<file path="config.mk">
export PLATFORM = sky130hd
export DESIGN_NAME = irqagg_top
export DESIGN_NICKNAME = d
export VERILOG_FILES = /design/src/rtl/irqagg_pkg.sv /design/src/rtl/irqagg_rst_sync.sv /design/src/rtl/irqagg_decode.sv /design/src/rtl/irqagg_stat_cell.sv /design/src/rtl/irqagg_enable_reg.sv /design/src/rtl/irqagg_lowest.sv /design/src/rtl/irqagg_top.sv
export SDC_FILE = /design/constraint.sdc
export NUM_CORES = 1
export LEC_CHECK = 0
export ABC_AREA = 0
export ABC_CLOCK_PERIOD_IN_PS = 2200
export BUFFER_PORTS_ARGS = -buffer_cell sky130_fd_sc_hd__clkbuf_2
export CAP_MARGIN = 10
export CORE_MARGIN = 3
export CORE_UTILIZATION = 51
export DETAILED_ROUTE_END_ITERATION = 16
export GPL_TIMING_DRIVEN = 0
export PLACE_DENSITY = 0.77
export SETUP_SLACK_MARGIN = 0.15
export SLEW_MARGIN = 10
export SYNTH_ARGS = -nofsm -noshare
export SYNTH_HDL_FRONTEND = slang
export SYNTH_SLANG_ARGS = --single-unit
</file>
<file path="constraint.sdc">
create_clock -name clk -period 2.2 [get_ports clk]
set_input_delay 0.11 -clock clk [delete_from_list [all_inputs] [get_ports clk]]
set_output_delay 0.11 -clock clk [all_outputs]
set_load 0.02 [all_outputs]
</file>
<file path="src/rtl/irqagg_pkg.sv">
package irqagg_pkg;

  // Byte offsets of the two software-visible words; drivers decode these.
  localparam int unsigned OFS_STATUS = 0;
  localparam int unsigned OFS_ENABLE = 4;

  typedef enum logic [1:0] {
    RSEL_NONE   = 2'd0,
    RSEL_STATUS = 2'd1,
    RSEL_ENABLE = 2'd2
  } rsel_e;

endpackage

</file>
<file path="src/rtl/irqagg_rst_sync.sv">
module irqagg_rst_sync #(
  parameter int unsigned STAGES = 2
) (
  input  logic clk,
  input  logic rst_n,
  output logic rst_sync_n
);

  logic [STAGES-1:0] chain_q;
  logic [STAGES-1:0] chain_d;

  always_comb begin
    chain_d = {chain_q[STAGES-2:0], 1'b1};
  end

  always_ff @(posedge clk or negedge rst_n) begin
    if (!rst_n) begin
      chain_q <= '0;
    end else begin
      chain_q <= chain_d;
    end
  end

  assign rst_sync_n = chain_q[STAGES-1];

endmodule

</file>
<file path="src/rtl/irqagg_decode.sv">
module irqagg_decode
  import irqagg_pkg::*;
#(
  parameter int unsigned ADDR_W = 4
) (
  input  logic              bus_sel,
  input  logic              bus_we,
  input  logic [ADDR_W-1:0] bus_addr,
  output rsel_e             rd_sel,
  output logic              wr_status,
  output logic              wr_enable
);

  localparam logic [ADDR_W-1:0] A_STATUS = ADDR_W'(OFS_STATUS);
  localparam logic [ADDR_W-1:0] A_ENABLE = ADDR_W'(OFS_ENABLE);

  always_comb begin
    rd_sel = RSEL_NONE;
    if (bus_sel) begin
      if (bus_addr == A_STATUS) begin
        rd_sel = RSEL_STATUS;
      end else if (bus_addr == A_ENABLE) begin
        rd_sel = RSEL_ENABLE;
      end
    end
  end

  always_comb begin
    wr_status = bus_sel && bus_we && (rd_sel == RSEL_STATUS);
    wr_enable = bus_sel && bus_we && (rd_sel == RSEL_ENABLE);
  end

endmodule

</file>
<file path="src/rtl/irqagg_stat_cell.sv">
module irqagg_stat_cell (
  input  logic clk,
  input  logic rst_n,
  input  logic src,
  input  logic wr_status,
  input  logic wbit,
  output logic q
);

  logic q_r;
  logic q_d;
  logic ce;

  // A written 0 clears, a written 1 keeps; an active source always sets.
  always_comb begin
    ce  = src | wr_status;
    q_d = ((wr_status ? wbit : 1'b1) & q_r) | src;
  end

  always_ff @(posedge clk or negedge rst_n) begin
    if (!rst_n) begin
      q_r <= 1'b0;
    end else if (ce) begin
      q_r <= q_d;
    end
  end

  assign q = q_r;

endmodule

</file>
<file path="src/rtl/irqagg_enable_reg.sv">
module irqagg_enable_reg #(
  parameter int unsigned WIDTH = 32
) (
  input  logic             clk,
  input  logic             rst_n,
  input  logic             wr,
  input  logic [WIDTH-1:0] wdata,
  output logic [WIDTH-1:0] q
);

  logic [WIDTH-1:0] q_r;
  logic [WIDTH-1:0] q_d;

  always_comb begin
    q_d = wdata;
  end

  always_ff @(posedge clk or negedge rst_n) begin
    if (!rst_n) begin
      q_r <= '0;
    end else if (wr) begin
      q_r <= q_d;
    end
  end

  assign q = q_r;

endmodule

</file>
<file path="src/rtl/irqagg_lowest.sv">
module irqagg_lowest #(
  parameter int unsigned WIDTH = 32,
  localparam int unsigned IW   = (WIDTH > 1) ? $clog2(WIDTH) : 1
) (
  input  logic [WIDTH-1:0] pend,
  output logic [IW-1:0]    idx,
  output logic             vld
);

  // Scan from the top so the lowest set bit is the last one to assign.
  always_comb begin
    idx = '0;
    vld = 1'b0;
    for (int i = WIDTH - 1; i >= 0; i--) begin
      if (pend[i]) begin
        idx = IW'(i);
        vld = 1'b1;
      end
    end
  end

endmodule

</file>
<file path="src/rtl/irqagg_top.sv">
module irqagg_top
  import irqagg_pkg::*;
#(
  parameter int unsigned N_SRC  = 32,
  parameter int unsigned ADDR_W = 4,
  localparam int unsigned IDX_W = (N_SRC > 1) ? $clog2(N_SRC) : 1
) (
  input  logic              clk,
  input  logic              rst_n,
  input  logic [N_SRC-1:0]  src_i,
  input  logic              bus_sel,
  input  logic              bus_we,
  input  logic [ADDR_W-1:0] bus_addr,
  input  logic [N_SRC-1:0]  bus_wdata,
  output logic [N_SRC-1:0]  bus_rdata,
  output logic              irq_o,
  output logic [IDX_W-1:0]  irq_idx_o,
  output logic              irq_idx_vld_o
);

  logic             rst_int_n;
  rsel_e            rd_sel;
  logic             wr_status;
  logic             wr_enable;
  logic [N_SRC-1:0] stat_q;
  logic [N_SRC-1:0] en_q;
  logic [N_SRC-1:0] pend;

  irqagg_rst_sync #(.STAGES(2)) u_rst (
    .clk        (clk),
    .rst_n      (rst_n),
    .rst_sync_n (rst_int_n)
  );

  irqagg_decode #(.ADDR_W(ADDR_W)) u_dec (
    .bus_sel   (bus_sel),
    .bus_we    (bus_we),
    .bus_addr  (bus_addr),
    .rd_sel    (rd_sel),
    .wr_status (wr_status),
    .wr_enable (wr_enable)
  );

  for (genvar g = 0; g < N_SRC; g++) begin : g_stat
    irqagg_stat_cell u_cell (
      .clk       (clk),
      .rst_n     (rst_int_n),
      .src       (src_i[g]),
      .wr_status (wr_status),
      .wbit      (bus_wdata[g]),
      .q         (stat_q[g])
    );
  end

  irqagg_enable_reg #(.WIDTH(N_SRC)) u_en (
    .clk   (clk),
    .rst_n (rst_int_n),
    .wr    (wr_enable),
    .wdata (bus_wdata),
    .q     (en_q)
  );

  always_comb begin
    pend  = stat_q & en_q;
    irq_o = |pend;
  end

  irqagg_lowest #(.WIDTH(N_SRC)) u_low (
    .pend (pend),
    .idx  (irq_idx_o),
    .vld  (irq_idx_vld_o)
  );

  always_comb begin
    unique case (rd_sel)
      RSEL_STATUS: bus_rdata = stat_q;
      RSEL_ENABLE: bus_rdata = en_q;
      default:     bus_rdata = '0;
    endcase
  end

endmodule

</file>
[Word-level counts from Yosys, hierarchy flattened]
Index checks and enable logic that the tools add are counted.
Word-level totals
  bits in registers: 66
  output and inout port bits: 39
  input bits: 72
Cells by class
  muxes and demuxes: 100
  eq/ne operators: 3
  reduce and logical (&&, ||, !) cells: 5
  bitwise operators: 97
Operators by type and width (number)
  5-bit 2-to-1 mux: 32
  1-bit 2-to-1 mux: 64
  1-bit bitwise OR: 64
  32-bit one-hot mux with 2 select lines: 1
  1-bit bitwise AND: 32
  32-bit bitwise AND: 1
  32-bit OR reduction: 1
  2-bit 2-to-1 mux: 3
  4-bit by 3-bit equality test with 1-bit output, second input constant: 1
  4-bit logical NOT: 1
  1-bit logical AND: 3
  2-bit by 1-bit equality test with 1-bit output, second input constant: 1
  2-bit equality test, second input constant: 1

[Logic depth before layout (Yosys ltp)]
  depth after elaboration: 33
  gate-level depth with buffers: 7

[Cells and area by module]
A second synthesis with hierarchy kept.
Unflattened totals
  cell total of the unflattened synthesis: 360
  area total of the unflattened synthesis: 3781.1 µm²
By module, submodules not included
  irqagg_enable_reg: cells each 68, area an instance 1345.0 µm², seq. area each 800.8 µm², instances 1
  irqagg_stat_cell: cells each 3, area an instance 38.8 µm², seq. area each 25.0 µm², instances 32
  irqagg_top: cells each 122, area an instance 724.4 µm², seq. area each 0.0 µm², instances 1
  irqagg_lowest: cells each 65, area an instance 370.4 µm², seq. area each 0.0 µm², instances 1
  irqagg_rst_sync: cells each 3, area an instance 53.8 µm², seq. area each 50.0 µm², instances 1
  irqagg_decode: cells each 6, area an instance 46.3 µm², seq. area each 0.0 µm², instances 1

[Worst setup path after synthesis]
OpenSTA, ideal clock, no wires.
  kind: flip-flop to output port
  from: reg u_en.q_r[30] (netlist: u_en.q[30])
  to: out irq_idx_vld_o
  arrival time: 1.667 ns
  cell stages (with the launch flop): 6
  slack: 0.423 ns
  cell sequence: dfrtp_1 > a22o_1 > and3b_1 > nand2_1 > nor3_1 > or3b_2
On the way
  longest elaborated chain between the ends: 32
Ends and longest elaborated chain
  start: declaration: RTL line irqagg_enable_reg.sv:11  | logic [WIDTH-1:0] q_r;
  start signal: assignment: RTL line irqagg_enable_reg.sv:22  | q_r <= q_d;
  32-bit bitwise AND: RTL line irqagg_top.sv:64  | pend = stat_q & en_q;
  1-bit 2-to-1 mux (31 in series): RTL line irqagg_lowest.sv:15  | if (pend[i]) begin
  end: declaration: RTL line irqagg_top.sv:18  | output logic irq_idx_vld_o
Every way passes these cells.

[Worst setup path after layout]
Same ends and word-level chain as after synthesis.

==> reports/metrics.yaml <==
power_and_ir_drop:
  p_sw_mw: 1.073
  finalPower_mw: 3.601
  p_seq_frac: 0.412
  power_density_nw_per_um2: 727.6
  power_frac_clock: 0.313
  p_int_mw: 2.528
  p_sw_frac: 0.2980
  vdd_drop_max_v: 0.0005000
  pwr-share-comb: 0.275
  leakage_nw: 2.429
critical_path:
  worstPathArrival_ns: 2.02
  crit_required_ns: 2.09
  crit_path_end_kind: "output pin"
  cp-start-kind: "register"
  critical_path.max_fanout: 3
  crit_type: "reg -> out"
place:
  gp_congestion: 0.8659
  dp_hpwl_um: 6686
  place_ws_ns: 0.1740
  numPortBuffers: 109
global_routing:
  grt_pass1_vias: 3173
  busiest_layer: "met2"
  met2_usage: 0.4347
  grtUsageMet3: 0.07281
  grt_pass1_wl_um: 15590
  antenna_found_initial: 0
  grt_max_degree: 65
  gr-total-overflow: 0
  use_met1: 0.3281
  track_usage: 0.2578
synth:
  synth_edf_count: 0
  mappedNetlistNets: 407
  postSynthAreaPerCell_sq_um: 10.57
  netlist_instances: 335
  yosys.area.top_type: "dfrtp_1"
  synth_flop_cell: "dfrtp_1"
  ys_async_sr_fraction: 1.000
  yosys_warnings: 0
  yosys-top-cells-area: "dfrtp_1, mux2_4, mux2i_1, nand2b_1, o21ai_0"
  yosysTopAreaCellShare: 0.4664
  yosysUniqueCellTypes: 33
  ys_ff_latch: 66
  synth_seq_area_share: 0.4664
  synth_area_sq_um: 3541
floorplanning:
  row_count: 29
  die_h_um: 89.33
  die_area_sq_um: 7979
  die_w_um: 89.33
  core_sq_um: 6531
  io-pin-count: 111
  start_util: 0.5421
cts:
  clockBufferDepth: 2
  cts_root_buf: "clkbuf_8"
  path_clk_slew_ns: 0.07
  cts_sinks: 66
  clock_latency_ns: 0.34
  tritoncts: "yes"
  htree_num_levels: 3
  cts_buffers: 9
sta:
  finClkSkew_ns: 0.003855
  slew_headroom: 0.4457
  worst_hold_slack_ns: 0.01279
  worstMarginPinSlew_ns: 0.8314
  drv_slew: 0
  max_freq_mhz: 469.6
  setup_viol: 0
  hold_viol: 0
  period_needed_ns: 2.129
  setup_tns_ns: 0
  rsz0062_at_grt: "true"
  setup_ws_ns: 0.07058
  layout_worst_path_cycle_share: 0.9679
cells_and_area:
  syn_to_final_growth_pct: 39.75
  num-nets-final: 574
  final_util: 0.7577
  fillers: 450
  drive_above_1_share: 0.3767
  multi_input_area_sq_um: 1884
  regArea_sq_um: 1655
  diodes: 0
run_status:
  outcome: "finished clean"
routing:
  wirelength_um: 9842
  dr.first_iter.drc_count: 179
  num_vias: 3203
  drc: 0
  drt_first_pass_iters: 4
  wl_per_cell_um: 16.85
  drtAntennaViolNets: 0
  routed_via_density: 5.485
job:
  cap_violations: 0
worst_hold_path:
  min_path_type: "in -> reg"
-- registers in the layout, summed over array words and instances, names as in the netlist --
register and flops:
u_rst.chain_q 2, u_en.q 32, g_stat.u_cell.q 32
-- what timing repair did --
action	4_1_cts	5_1_grt
resized for setup	14	14
pin swaps	2	5
setup buffers	2	9
gates cloned	0	0
hold buffers	35	1
setup endpoints to repair	4	7
hold endpoints to repair	36	1
-- metrics by stage --
step	cells	cell area (sq um)
floorplan	335	3541
global placement	521	4183
detailed placement	521	4187
CTS	574	4828
global route	584	4949
finish	584	4949
-- worst max-delay path, stage by stage (launching register included) --
cell and delay [ns]:
dfrtp_1 0.40, a22o_1 0.25, and3b_2 0.27, nand2_4 0.06, nor3_4 0.13, or3b_4 0.41, clkbuf_8 0.16
-- final timing paths --
check | endpoint | cells past startpoint | slack (ns) | start
max in group asynchronous | g_stat[7].u_cell.q | 0 | 1.21 | u_rst.chain_q[1]
worst max-delay path | irq_idx_vld_o | 6 | 0.07 | u_en.q[30]
worst min-delay path | u_en.q[23] | 2 | 0.01 | bus_wdata[23]
min in group asynchronous | u_rst.chain_q[1] | 2 | 0.08 | rst_n
worst min register to register | u_rst.chain_q[1] | 0 | 0.36 | u_rst.chain_q[0]
worst max register to register | u_en.q[30] | 3 | 1.17 | u_en.q[30]
-- routing by layer --
layer / part of all wire / routed length, um
met1: 0.43 / 4269
met2: 0.49 / 4861
met3: 0.061 / 603
met4: 0.011 / 109
met5: 0 / 0
-- power by group through the flow --
stage	Combinational, mW	Sequential, mW	Clock [mW]
final	0.992	1.48	1.13
after floorplan	0.599	1.46	0
after global placement	0.794	1.49	0
after detailed placement	0.808	1.50	0
after global routing	1.09	1.51	1.19
after CTS	0.901	1.48	1.14
-- logic make-up after synthesis --
| logic type | Yosys count | share of synthesized area |
|---|---|---|
| buffers and inverters | 15 | 0.02297 |
| other | 1 | 0.001059 |
| AND/OR/NAND/NOR | 123 | 0.1710 |
| AO/OA/AOI/OAI | 66 | 0.1145 |
| multiplexers | 64 | 0.2240 |
| flip-flops | 66 | 0.4664 |
-- cell usage in the layout (no fill, tap or decap), drive strengths merged --
cell / netlist / final
nor2: 35 / 35
nand2: 34 / 34
o41ai: 1 / 1
a22o: 3 / 3
and2: 2 / 2
nand2b: 32 / 32
clkinv: 0 / 2
bufinv: 0 / 2
clkbuf: 9 / 125
o21ai: 36 / 36
conb: 1 / 1
nand3: 10 / 10
dfrtp: 66 / 66
dlygate4sd3: 0 / 36
a21oi: 5 / 5
mux2i: 32 / 32
inv: 1 / 1
a32o: 4 / 4
nor3: 3 / 3
nor2b: 1 / 1
or4b: 1 / 1
nand3b: 1 / 1
mux2: 32 / 32
a211oi: 3 / 3
or3b: 2 / 2
and3b: 1 / 1
a32oi: 1 / 1
o2111ai: 1 / 1
o31ai: 1 / 1
clkinvlp: 0 / 1
nand4: 1 / 1
buf: 5 / 20
a31oi: 4 / 4
a22oi: 7 / 7
-- cell usage after synthesis, drive strengths merged, types with 2 or more instances --
cell type and instances:
dfrtp 66, o21ai 36, nor2 35, nand2 34, mux2 32, mux2i 32
nand2b 32, nand3 10, clkbuf 9, a22oi 7, a21oi 5, buf 5
a31oi 4, a32o 4, a211oi 3, a22o 3, nor3 3, and2 2
or3b 2
-- cell type report --
cell class              count  share of cell area
flip-flops and latches     66              0.3345
clock inverters             5             0.01568
well taps                  77             0.01947
plain buffers              14             0.01568
inverters                   1           0.0007585
repair buffers            156              0.2046
clock buffers              11             0.02857
multi-input cells         254              0.3808
(Power assumes the default switching activity.)
